**src/rtl/pxi_pkg.sv**
```systemverilog
package pxi_pkg;

  typedef enum logic [2:0] {
    PH_IDLE,
    PH_ADDR,
    PH_CMD,
    PH_WR,
    PH_RD
  } phase_e;

  // true when the upper seven bits of a received address byte name this target
  function automatic logic addr_hit(input logic [7:0] rx, input logic [6:0] dev);
    return rx[7:1] == dev;
  endfunction

  // pair partner of a pointer value: only the in-pair select bit changes
  function automatic logic [7:0] flip_sel(input logic [7:0] p);
    return {p[7:1], ~p[0]};
  endfunction

endpackage

```
**src/rtl/pxi_line_sync.sv**
```systemverilog
module pxi_line_sync #(
  parameter int STAGES = 2
) (
  input  logic clk,
  input  logic rst_n,
  input  logic scl_i,
  input  logic sda_i,
  output logic scl_s,
  output logic sda_s,
  output logic scl_rise,
  output logic scl_fall,
  output logic start_ev,
  output logic stop_ev
);

  logic [STAGES-1:0] scl_ff;
  logic [STAGES-1:0] sda_ff;
  logic              scl_prev;
  logic              sda_prev;

  generate
    if (STAGES == 1) begin : g_one
      always_ff @(posedge clk) begin
        if (!rst_n) begin
          scl_ff <= '1;
          sda_ff <= '1;
        end else begin
          scl_ff <= scl_i;
          sda_ff <= sda_i;
        end
      end
    end else begin : g_chain
      always_ff @(posedge clk) begin
        if (!rst_n) begin
          scl_ff <= '1;
          sda_ff <= '1;
        end else begin
          scl_ff <= {scl_ff[STAGES-2:0], scl_i};
          sda_ff <= {sda_ff[STAGES-2:0], sda_i};
        end
      end
    end
  endgenerate

  always_ff @(posedge clk) begin
    if (!rst_n) begin
      scl_prev <= 1'b1;
      sda_prev <= 1'b1;
    end else begin
      scl_prev <= scl_s;
      sda_prev <= sda_s;
    end
  end

  assign scl_s    = scl_ff[STAGES-1];
  assign sda_s    = sda_ff[STAGES-1];
  assign scl_rise = scl_s & ~scl_prev;
  assign scl_fall = ~scl_s & scl_prev;
  assign start_ev = scl_s & scl_prev & sda_prev & ~sda_s;
  assign stop_ev  = scl_s & scl_prev & ~sda_prev & sda_s;

endmodule

```
**src/rtl/pxi_stretch.sv**
```systemverilog
module pxi_stretch #(
  parameter int CYCLES = 3000
) (
  input  logic clk,
  input  logic rst_n,
  input  logic trig,
  output logic hold
);

  localparam int CW = $clog2(CYCLES + 1);
  localparam logic [CW-1:0] LOAD = CW'(CYCLES);

  logic [CW-1:0] cnt;

  always_ff @(posedge clk) begin
    if (!rst_n)          cnt <= '0;
    else if (trig)       cnt <= LOAD;
    else if (cnt != '0)  cnt <= cnt - 1'b1;
  end

  assign hold = cnt != '0;

  // a hold window opens only from a trigger
  p_hold_from_trig_r8: assert property (@(posedge clk) disable iff (!rst_n)
    $rose(hold) |-> $past(trig));

endmodule

```
**src/rtl/pxi_pair_regs.sv**
```systemverilog
module pxi_pair_regs #(
  parameter int PAIRS = 4,
  parameter int DW    = 8
) (
  input  logic                         clk,
  input  logic                         rst_n,
  input  logic                         we,
  input  logic [$clog2(2*PAIRS)-1:0]   waddr,
  input  logic [DW-1:0]                wdata,
  input  logic [$clog2(2*PAIRS)-1:0]   raddr,
  output logic [DW-1:0]                rdata
);

  localparam int REGS = 2 * PAIRS;
  localparam int IW   = $clog2(REGS);

  logic [DW-1:0] regs [REGS];

  generate
    for (genvar g = 0; g < PAIRS; g++) begin : g_pair
      localparam logic [IW-1:0] LO = IW'(2 * g);
      localparam logic [IW-1:0] HI = IW'(2 * g + 1);
      logic [DW-1:0] lo_q;
      logic [DW-1:0] hi_q;
      always_ff @(posedge clk) begin
        if (!rst_n) begin
          lo_q <= '0;
          hi_q <= '0;
        end else if (we) begin
          if (waddr == LO) lo_q <= wdata;
          if (waddr == HI) hi_q <= wdata;
        end
      end
      assign regs[2*g]   = lo_q;
      assign regs[2*g+1] = hi_q;
    end
  endgenerate

  assign rdata = regs[raddr];

endmodule

```
**src/rtl/pairx_i2c_target.sv**
```systemverilog
module pairx_i2c_target #(
  parameter logic [6:0] DEV_ADDR       = 7'h27,
  parameter int         PAIRS          = 4,
  parameter int         STRETCH_CYCLES = 3000,
  parameter int         SYNC_STAGES    = 2
) (
  input  logic clk,
  input  logic rst_n,
  input  logic scl_i,
  input  logic sda_i,
  output logic scl_pull_n,
  output logic sda_pull_n
);
  import pxi_pkg::*;

  localparam int REGS = 2 * PAIRS;
  localparam int IW   = $clog2(REGS);
  localparam logic [3:0] ACK_SLOT  = 4'd8;
  localparam logic [3:0] LAST_SLOT = 4'd9;

  // synchronized line events
  logic scl_s, sda_s, scl_rise, scl_fall, start_ev, stop_ev;

  pxi_line_sync #(.STAGES(SYNC_STAGES)) u_sync (
    .clk      (clk),
    .rst_n    (rst_n),
    .scl_i    (scl_i),
    .sda_i    (sda_i),
    .scl_s    (scl_s),
    .sda_s    (sda_s),
    .scl_rise (scl_rise),
    .scl_fall (scl_fall),
    .start_ev (start_ev),
    .stop_ev  (stop_ev)
  );

  phase_e     phase;
  logic [3:0] bit_cnt;
  logic [7:0] rx_sh;
  logic [7:0] tx_sh;
  logic [7:0] ptr;
  logic       sda_drv;
  logic       ctl_nack;

  // named internal events
  logic       bus_ev, eighth_fall, ninth_fall, byte_acked, rf_we;
  logic [7:0] rd_ptr;
  logic [7:0] rf_rdata;

  assign bus_ev      = start_ev | stop_ev;
  assign eighth_fall = scl_fall && !bus_ev && phase != PH_IDLE && bit_cnt == ACK_SLOT;
  assign ninth_fall  = scl_fall && !bus_ev && phase != PH_IDLE && bit_cnt == LAST_SLOT;
  assign byte_acked  = ninth_fall && (phase != PH_RD || !ctl_nack);
  assign rf_we       = ninth_fall && phase == PH_WR;
  assign rd_ptr      = (phase == PH_RD) ? flip_sel(ptr) : ptr;

  pxi_pair_regs #(.PAIRS(PAIRS), .DW(8)) u_regs (
    .clk   (clk),
    .rst_n (rst_n),
    .we    (rf_we),
    .waddr (ptr[IW-1:0]),
    .wdata (rx_sh),
    .raddr (rd_ptr[IW-1:0]),
    .rdata (rf_rdata)
  );

  logic hold;

  pxi_stretch #(.CYCLES(STRETCH_CYCLES)) u_stretch (
    .clk   (clk),
    .rst_n (rst_n),
    .trig  (byte_acked),
    .hold  (hold)
  );

  always_ff @(posedge clk) begin
    if (!rst_n) begin
      phase    <= PH_IDLE;
      bit_cnt  <= '0;
      rx_sh    <= '0;
      tx_sh    <= '0;
      ptr      <= '0;
      sda_drv  <= 1'b0;
      ctl_nack <= 1'b0;
    end else if (start_ev) begin
      phase   <= PH_ADDR;
      bit_cnt <= '0;
      sda_drv <= 1'b0;
    end else if (stop_ev) begin
      phase   <= PH_IDLE;
      bit_cnt <= '0;
      sda_drv <= 1'b0;
    end else if (phase != PH_IDLE) begin
      if (scl_rise) begin
        if (bit_cnt < ACK_SLOT) rx_sh <= {rx_sh[6:0], sda_s};
        else                    ctl_nack <= sda_s;
        if (bit_cnt < LAST_SLOT) bit_cnt <= bit_cnt + 1'b1;
      end else if (eighth_fall) begin
        case (phase)
          PH_ADDR: begin
            if (addr_hit(rx_sh, DEV_ADDR)) sda_drv <= 1'b1;
            else begin
              phase   <= PH_IDLE;
              bit_cnt <= '0;
            end
          end
          PH_CMD, PH_WR: sda_drv <= 1'b1;
          default:       sda_drv <= 1'b0;
        endcase
      end else if (ninth_fall) begin
        bit_cnt <= '0;
        sda_drv <= 1'b0;
        case (phase)
          PH_ADDR: begin
            if (rx_sh[0]) begin
              phase   <= PH_RD;
              tx_sh   <= rf_rdata;
              sda_drv <= ~rf_rdata[7];
            end else begin
              phase <= PH_CMD;
            end
          end
          PH_CMD: begin
            ptr   <= rx_sh;
            phase <= PH_WR;
          end
          PH_WR: ptr <= flip_sel(ptr);
          PH_RD: begin
            ptr <= flip_sel(ptr);
            if (ctl_nack) begin
              phase <= PH_IDLE;
            end else begin
              tx_sh   <= rf_rdata;
              sda_drv <= ~rf_rdata[7];
            end
          end
          default: phase <= PH_IDLE;
        endcase
      end else if (scl_fall && phase == PH_RD && bit_cnt != '0 && bit_cnt < ACK_SLOT) begin
        tx_sh   <= {tx_sh[6:0], 1'b0};
        sda_drv <= ~tx_sh[6];
      end
    end
  end

  assign sda_pull_n = ~sda_drv;
  assign scl_pull_n = ~hold;

  // the data pull moves only after SCL was seen low
  p_sda_moves_scl_low_r10: assert property (@(posedge clk) disable iff (!rst_n)
    !$stable(sda_pull_n) |-> $past(!scl_s));

  // a clock stretch begins only after an acknowledged ninth clock
  p_stretch_after_ack_r8: assert property (@(posedge clk) disable iff (!rst_n)
    $fell(scl_pull_n) |-> $past(byte_acked));

  // an address acknowledge is given only to a matching address
  p_ack_only_on_hit_r2: assert property (@(posedge clk) disable iff (!rst_n)
    ($fell(sda_pull_n) && $past(phase) == PH_ADDR) |-> $past(rx_sh[7:1]) == DEV_ADDR);

  // a register is committed only while the target acknowledges the byte
  p_write_while_ack_r4: assert property (@(posedge clk) disable iff (!rst_n)
    rf_we |-> !sda_pull_n);

  // the pointer flips within its pair after every read byte
  p_ptr_toggle_r6: assert property (@(posedge clk) disable iff (!rst_n)
    (ninth_fall && phase == PH_RD) |=> ptr[0] != $past(ptr[0]));

  // SDA stays released while the target is idle
  p_idle_release_r7: assert property (@(posedge clk) disable iff (!rst_n)
    phase == PH_IDLE |-> sda_pull_n);

endmodule

```
**config.mk**
```make
export PLATFORM = sky130hd
export DESIGN_NAME = pairx_i2c_target
export DESIGN_NICKNAME = d
export VERILOG_FILES = /design/src/rtl/pxi_pkg.sv /design/src/rtl/pxi_line_sync.sv /design/src/rtl/pxi_stretch.sv /design/src/rtl/pxi_pair_regs.sv /design/src/rtl/pairx_i2c_target.sv
export SDC_FILE = /design/constraint.sdc
export NUM_CORES = 1
export LEC_CHECK = 0
export ABC_AREA = 0
export BUFFER_PORTS_ARGS = -buffer_cell sky130_fd_sc_hd__buf_4
export CELL_PAD_IN_SITES_DETAIL_PLACEMENT = 0
export CELL_PAD_IN_SITES_GLOBAL_PLACEMENT = 1
export CORE_ASPECT_RATIO = 2
export CORE_UTILIZATION = 32
export DETAILED_ROUTE_END_ITERATION = 8
export MAX_ROUTING_LAYER = met4
export PLACE_DENSITY_LB_ADDON = 0.1
export SYNTH_ARGS = -nofsm -noshare
export SYNTH_HDL_FRONTEND = slang
export SYNTH_HIERARCHICAL = 1
export SYNTH_SLANG_ARGS = --single-unit
```
**constraint.sdc**
```tcl
create_clock -name clk -period 2.4 [get_ports clk]
set_input_delay 0.12 -clock clk [delete_from_list [all_inputs] [get_ports clk]]
set_output_delay 0.12 -clock clk [all_outputs]
set_load 0.02 [all_outputs]
```
Yosys cells after proc, flatten, opt, wreduce, memory -nomap -nowiden
Index checks and enable logic that the tools add are counted.

word-level totals
  bits in registers = 109
  bits of input ports = 4
  output and inout port bits = 2
  word-level logic and storage cells = 166

cells by class
  add/subtract/negate cells = 2
  order comparisons = 3
  equal/unequal tests = 31
  muxes and demuxes = 37
  bitwise operators = 25
  reduce and logical (&&, ||, !) cells = 45

operators by type and width
  operator                                             number
  two-way mux 7 bit                                    4
  binary-select mux 8 bit (select 3 bit)               1
  two-way mux 12 bit                                   2
  two-way mux 4 bit                                    6
  AND reduction 7 bit                                  3
  two-way mux 3 bit                                    6
  != test 3 bit (second input constant)                6
  two-way mux 8 bit                                    2
  inverter 1 bit                                       16
  AND reduction 2 bit                                  8
  == test 3 bit (second input constant)                5
  AND reduction 5 bit                                  3
  case mux 7 bit (2 select lines)                      1
  == test 3 x 2 -> 1 bit (second input constant)       4
  case mux 3 bit (4 select lines)                      1
  nonzero test 12 bit                                  1
  nonzero test 3 bit                                   4
  subtractor 12 x 1 -> 12 bit (second input constant)  1
  two-way mux 1 bit                                    11
  logical AND 1 bit                                    9
  AND reduction 9 bit                                  1
  == test 4 bit (second input constant)                2
  less-than comparator 4 bit (second input constant)   2
  != test 4 bit (second input constant)                2
  other kinds (24)                                     42

Depth between registers and ports, before layout
  word-level depth = 14
  depth in mapped cells = 10
  mapped depth without buffers = 8

Modules after synthesis
The synthesis kept the hierarchy.

by module, submodules not included
  module            instances  cells each  area an instance (um^2)  seq. area each (um^2)
  pxi_pair_regs     1          301         3,065.4                  1,281.2
  pairx_i2c_target  1          179         1,689.1                  540.5
  pxi_stretch       1          67          671.9                    240.2
  pxi_line_sync     1          16          190.2                    120.1

Least setup slack after synthesis
OpenSTA, ideal clock, no wires.

  path kind = flip-flop to flip-flop
  start point = reg phase[2]
  end point = reg sda_drv
  setup time = 0.091 ns
  arrival time = 2.400 ns
  data required time = 2.309 ns
  setup slack = -0.091 ns
  stages on the path, launching flop included = 10
  path buffers = 2
  clock period less this slack = 2.491 ns
  cells stage by stage = dfxtp_1 -> buf_6 -> nor3b_4 -> xor2_1 -> buf_2 -> mux4_1 -> mux2_2 -> nor4b_1 -> o21bai_1 -> a311oi_1

on the way
  longest elaborated chain between the ends = 11
  elaborated cells on any way between the ends = 27
  classes of those cells = eq/ne: 5; mux: 10; bitwise: 2; reduce/logical: 10

ends and longest elaborated chain
  what                                                     line                                              text
  start: declaration                                       pairx_i2c_target.sv:37                            phase_e phase;
  start signal: assignment                                 pairx_i2c_target.sv:78                            phase <= PH_IDLE;
  start signal: assignment                                 pairx_i2c_target.sv:86                            phase <= PH_ADDR;
  start signal: assignment                                 pairx_i2c_target.sv:90                            phase <= PH_IDLE;
  == test 3 bit *                                          pairx_i2c_target.sv:55                            assign rd_ptr = (phase == PH_RD) ? flip_sel(ptr) : ptr;
  two-way mux 1 bit *                                      pairx_i2c_target.sv:55
  named net rd_ptr[0]                                      pairx_i2c_target.sv:47                            logic [7:0] rd_ptr;
  inverter 3 -> 4 bit (implied by the code) *              pxi_pair_regs.sv:39                               assign rdata = regs[raddr];
  binary-select mux 8 bit (select 3 bit) *                 pxi_pair_regs.sv:39
  two-way mux 8 bit (implied by the code) * (2 in series)  pxi_pair_regs.sv:39
  named net rf_rdata[7]                                    pairx_i2c_target.sv:48                            logic [7:0] rf_rdata;
  inverter 1 bit *                                         pairx_i2c_target.sv:118, pairx_i2c_target.sv:134
  two-way mux 1 bit (on tied branches)                     pairx_i2c_target.sv:130, pairx_i2c_target.sv:115
  case mux 1 bit (2 select lines) *                        pairx_i2c_target.sv:113                           case (phase)
  two-way mux 1 bit *                                      pairx_i2c_target.sv:110                           end else if (ninth_fall) begin
  two-way mux 1 bit *                                      pairx_i2c_target.sv:98                            end else if (eighth_fall) begin
  end signal: assignment                                   pairx_i2c_target.sv:118                           sda_drv <= ~rf_rdata[7];
  end signal: assignment                                   pairx_i2c_target.sv:134                           sda_drv <= ~rf_rdata[7];
  end signal: assignment                                   pairx_i2c_target.sv:141                           sda_drv <= ~tx_sh[6];
  end: declaration                                         pairx_i2c_target.sv:42                            logic sda_drv;

Mark *: on every way through the listed nets, which the timed path passes. The rest lies on a longest branch. The select of a mux whose other input is x is not followed.
A chain may end at the register's enable or synchronous reset.

Worst setup path in the final report
  start point = reg phase[0]
  end point = reg phase[0]

on the way
  longest elaborated chain between the ends = 8
  elaborated cells on any way between the ends = 22
  classes of those cells = eq/ne: 8; mux: 7; reduce/logical: 7

ends and longest elaborated chain
  what                                                                  line                                                                     text
  == test 3 bit (tied with other cells)                                 pairx_i2c_target.sv:113
  case mux 3 bit (4 select lines) or logical AND 1 bit (tied branches)  pairx_i2c_target.sv:113, pairx_i2c_target.sv:51, pairx_i2c_target.sv:52
  two-way mux 3 bit or logical AND 1 bit (tied branches)                pairx_i2c_target.sv:110, pairx_i2c_target.sv:51
  two-way mux 3 bit                                                     pairx_i2c_target.sv:98
  two-way mux 1 bit                                                     pairx_i2c_target.sv:94                                                   if (scl_rise) begin
  two-way mux 1 bit                                                     pairx_i2c_target.sv:93                                                   end else if (phase != PH_IDLE) begin
  two-way mux 1 bit                                                     pairx_i2c_target.sv:89                                                   end else if (stop_ev) begin
  two-way mux 1 bit                                                     pairx_i2c_target.sv:85                                                   end else if (start_ev) begin

Several ways; a longest one is shown, not always the timed one. The select of a mux whose other input is x is not followed.

==> summary.md <==
| Metric | Value |
|---|---|
| Die area | approximately 18000 um^2 |
| P per Cell Area | between 600 and 700 nW/um^2 |
| Critical-path top delay cell | a2111oi_4 |
| Clock Latency Late Sink | 360 ps |
| Clock transition at path regs | 70 ps |
| Leak | 2.32 nW |
| Per-cell routed wire length | 19.0 um |
| Placed Area | ~6000 um^2 |
| Drt drc | 0 |
| CTS Buf Count | 9 |
| Antenna violations before repair | 0 |
| Crit-path cells | buf_4 > nor3b_1 > o41ai_1 > a2111oi_4 > nor3b_1 > o31a_1 |
| Max Cap Viol | 0 |
| Die H | 189 um |
| Tightest Pin Transition | around 1100 ps |
| Ports | 6 |
| Synthesis-stage register bit count | 109 |
| Setup violations, final | 0 |
| Syn_nets | 572 |
| Crit end category | flop |
| ANT nets after route | 0 |
| Ratio of final minimum period to clock period | 0.970 |
| Layout cells sized above 1 | 0.175 |
| Crit path arrival time | about 2600 ps |
| Vias in the first global route | 4228 |
| H-tree depth | 3 |
| Synth warnings | 6 |
| Core area | 17200 um^2 |
| # diodes | 0 |
| Synth Flop Type | dfxtp_1 |
| Worst-case clock buffer depth | 2 |
| Layout area overhead | 14.3% |
| Post-synthesis cell type count | 68 |
| Final hold slack | 57.4 ps |
| Row count | 68 |
| Final nets | between 500 and 600 |
| GP Congestion | between 0.8 and 0.9 |
| Post-Syn Instances | 563 |
| TritonCTS clock tree | yes |
| DR vias | between 4000 and 5000 |
| Worst slew margin | 0.265 |
| CP Launch Type | flop |
| Top delay family on crit path | compound AO/OA/AOI/OAI gates |
| Clk sinks | 109 |
| Tmin final | 2330 ps |
| Global routing's busiest layer | met2 |
| Post-synth EDFFs | 0 |
| Crit Path Max Fanout | 13 |
| Met2 Usage GRT | 0.338 |
| Final instance area | between 6000 and 7000 um^2 |
| M1 GR Usage | 0.187 |
| Post-route core utilization | 0.373 |
| Congestion Overflow GR | 0 |
| Post-Syn Area per Cell | 9.98 um^2 |
| Max Freq | 0.430 GHz |
| Seq/Total Area, Yosys | 0.389 |
| Most Frequent Cell on Critical Path | nor3b_1 |
| FFs w/ async S/R, synth | 0 |
| Peak supply drop | around 450 uV |
| Run status | complete, no violations |
| WP data required | 2650 ps |
| Crit path buffers/inverters | 1 |
| Max incr delay on CP | 520 ps |
| Starting density of the core | 0.327 |
| Fin. Hold Viols | 0 |
| Cell area after synthesis | 5620 um^2 |
| Via-to-Cell Ratio | 5.15 |
| RSZ-0062 raised after global routing | yes |
| Worst Skew | 9.73 ps |
| Global router's overall resource usage | 0.186 |
| Final wirelength | roughly 15000 um |
| Met3 Usage GRT | 0.0305 |
| Power, Total | 4.15 mW |
| Largest net degree at the start of global routing | 58 |
| Initial DRT Pass Iterations | 4 |
| Die X | 95.7 um |
| Violation count after the first detailed-route iteration | 180 |
| Port bufs | 5 |
| Worst hold path type | primary input to flop |
| First-pass GRT wire length | approximately 24000 um |
| Slew Viols, Final | 0 |
| DP HPWL | 11200 um |
| Crit path kind | flop to flop |
| CTS root buffer | clkbuf_16 |
| FILL cells | 1773 |
cells in the mapped netlist (3+ instances only):
library cell,n,share of area
buf_2,14,0.012
o211a_1,6,0.011
nor2_1,12,0.0080
or3_1,3,0.0033
mux2_2,8,0.016
nand3_1,10,0.0089
and4b_1,6,0.011
a31oi_1,4,0.0045
o21a_1,5,0.0067
mux2i_1,43,0.077
a211oi_1,3,0.0040
nand4b_1,4,0.0062
buf_6,5,0.010
nand3b_1,5,0.0067
nor3b_1,3,0.0040
buf_1,4,0.0027
o31a_1,3,0.0047
mux4_1,16,0.075
a21oi_1,9,0.0080
nand4_1,3,0.0033
nand2_1,90,0.060
nor3_1,4,0.0036
ha_1,5,0.011
dfxtp_1,109,0.39
clkbuf_1,22,0.015
nor2b_1,38,0.042
nor4_1,5,0.0056
nand2b_1,12,0.013
xor2_1,6,0.0094
inv_1,9,0.0060
nor4b_1,3,0.0047
a21boi_0,42,0.056
o21ai_0,3,0.0027
a211o_1,3,0.0047
what timing repair did:
action / in CTS / in global routing
gates resized for setup: 0 / 3
setup buffers: 0 / 4
hold endpoints to repair: 2 / 0
setup endpoints to repair: 0 / 25
hold buffers: 2 / 0
registers in the layout (all words and copies together) (netlist names):
| register | count |
|---|---|
| u_stretch/cnt | 12 |
| rx_sh | 8 |
| sda_drv | 1 |
| bit_cnt | 4 |
| ptr | 3 |
| u_regs/g_pair.lo_q | 32 |
| u_sync/sda_ff | 2 |
| ctl_nack | 1 |
| u_regs/g_pair.hi_q | 32 |
| tx_sh | 7 |
| phase | 3 |
| u_sync/scl_prev | 1 |
| u_sync/sda_prev | 1 |
| u_sync/scl_ff | 2 |
cells by family (layout without fill, tap and decap cells):
kind of cell	Yosys count	after routing	share of synthesized area
AOI/OAI and AO/OA	93	93	0.134
xor gates and xnor gates	8	8	0.0125
adders and majority gates	5	5	0.0111
buffers and inverters	57	84	0.0532
DFF	109	109	0.389
muxes	67	67	0.168
and+or+nand+nor	224	224	0.233
path summary, 6_finish.rpt:
check | startpoint | depth (start not counted) | to | slack (ps)
setup / recovery | phase[0] | 6 | phase[0] | 70
hold / removal | rst_n | 2 | u_sync/sda_ff[1] | 60
setup reg to reg | phase[0] | 6 | phase[0] | 70
hold reg to reg | u_sync/scl_ff[0] | 1 | u_sync/scl_ff[1] | 420
power by group:
group | leakage, nW | total, mW | internal (mW) | switching [mW]
Clock | 0.143 | 1.53 | 0.864 | 0.666
Combinational | 1.30 | 0.655 | 0.307 | 0.347
Sequential | 0.882 | 1.96 | 1.88 | 0.0824
Total | 2.32 | 4.15 | 3.05 | 1.10
stage by stage:
stage / setup TNS, ps / worst slack [ps] / std cells
3_5_place_dp: 0 / 66.2 / 779
5_1_grt: -126 / -50.2 / 800
3_3_place_gp: 0 / 91.7 / 779
2_1_floorplan: 0 / 35.9 / 563
4_1_cts: 0 / 41.2 / 796
6_report: 0 / 72.4 / 800
placed cells by master (no fill, tap or decap), types with 6 or more instances in the layout:
cell,Yosys,routed
nor2_1,12,12
and4b_1,6,6
xor2_1,6,6
inv_1,9,9
mux4_1,16,14
nand2_1,90,90
clkbuf_16,0,9
o211a_1,6,6
mux2i_1,43,43
a21oi_1,9,9
a21boi_0,42,42
nand2b_1,12,12
nor2b_1,38,38
dfxtp_1,109,107
mux2_2,8,7
nand3_1,10,10
buf_4,1,57
layer usage:
metal  wire (um)  part of all wire  vias to the layer above
met5           0                 0                        -
met4         638             0.042                        0
met3         290             0.019                       28
met2        8500              0.56                       47
met1        5790              0.38                     2007
li1            -                 -                     2040
layout make-up:
| class | instances | area [um^2] | area share |
|---|---|---|---|
| multi-input combinational | 397 | 3170 | 0.495 |
| tap | 210 | 263 | 0.0409 |
| clock buffer | 14 | 264 | 0.0411 |
| timing repair buffer | 60 | 468 | 0.0729 |
| sequential | 109 | 2180 | 0.340 |
| inverter | 9 | 33.8 | 0.00526 |
| clock inverter | 1 | 30.0 | 0.00468 |
worst reg2reg max path: stages, from the launching register on:
cell and delay, ps:
dfxtp_1 370, buf_4 230, nor3b_1 430, o41ai_1 320, a2111oi_4 520, nor3b_1 90, o31a_1 250
(Power assumes the default switching activity.)
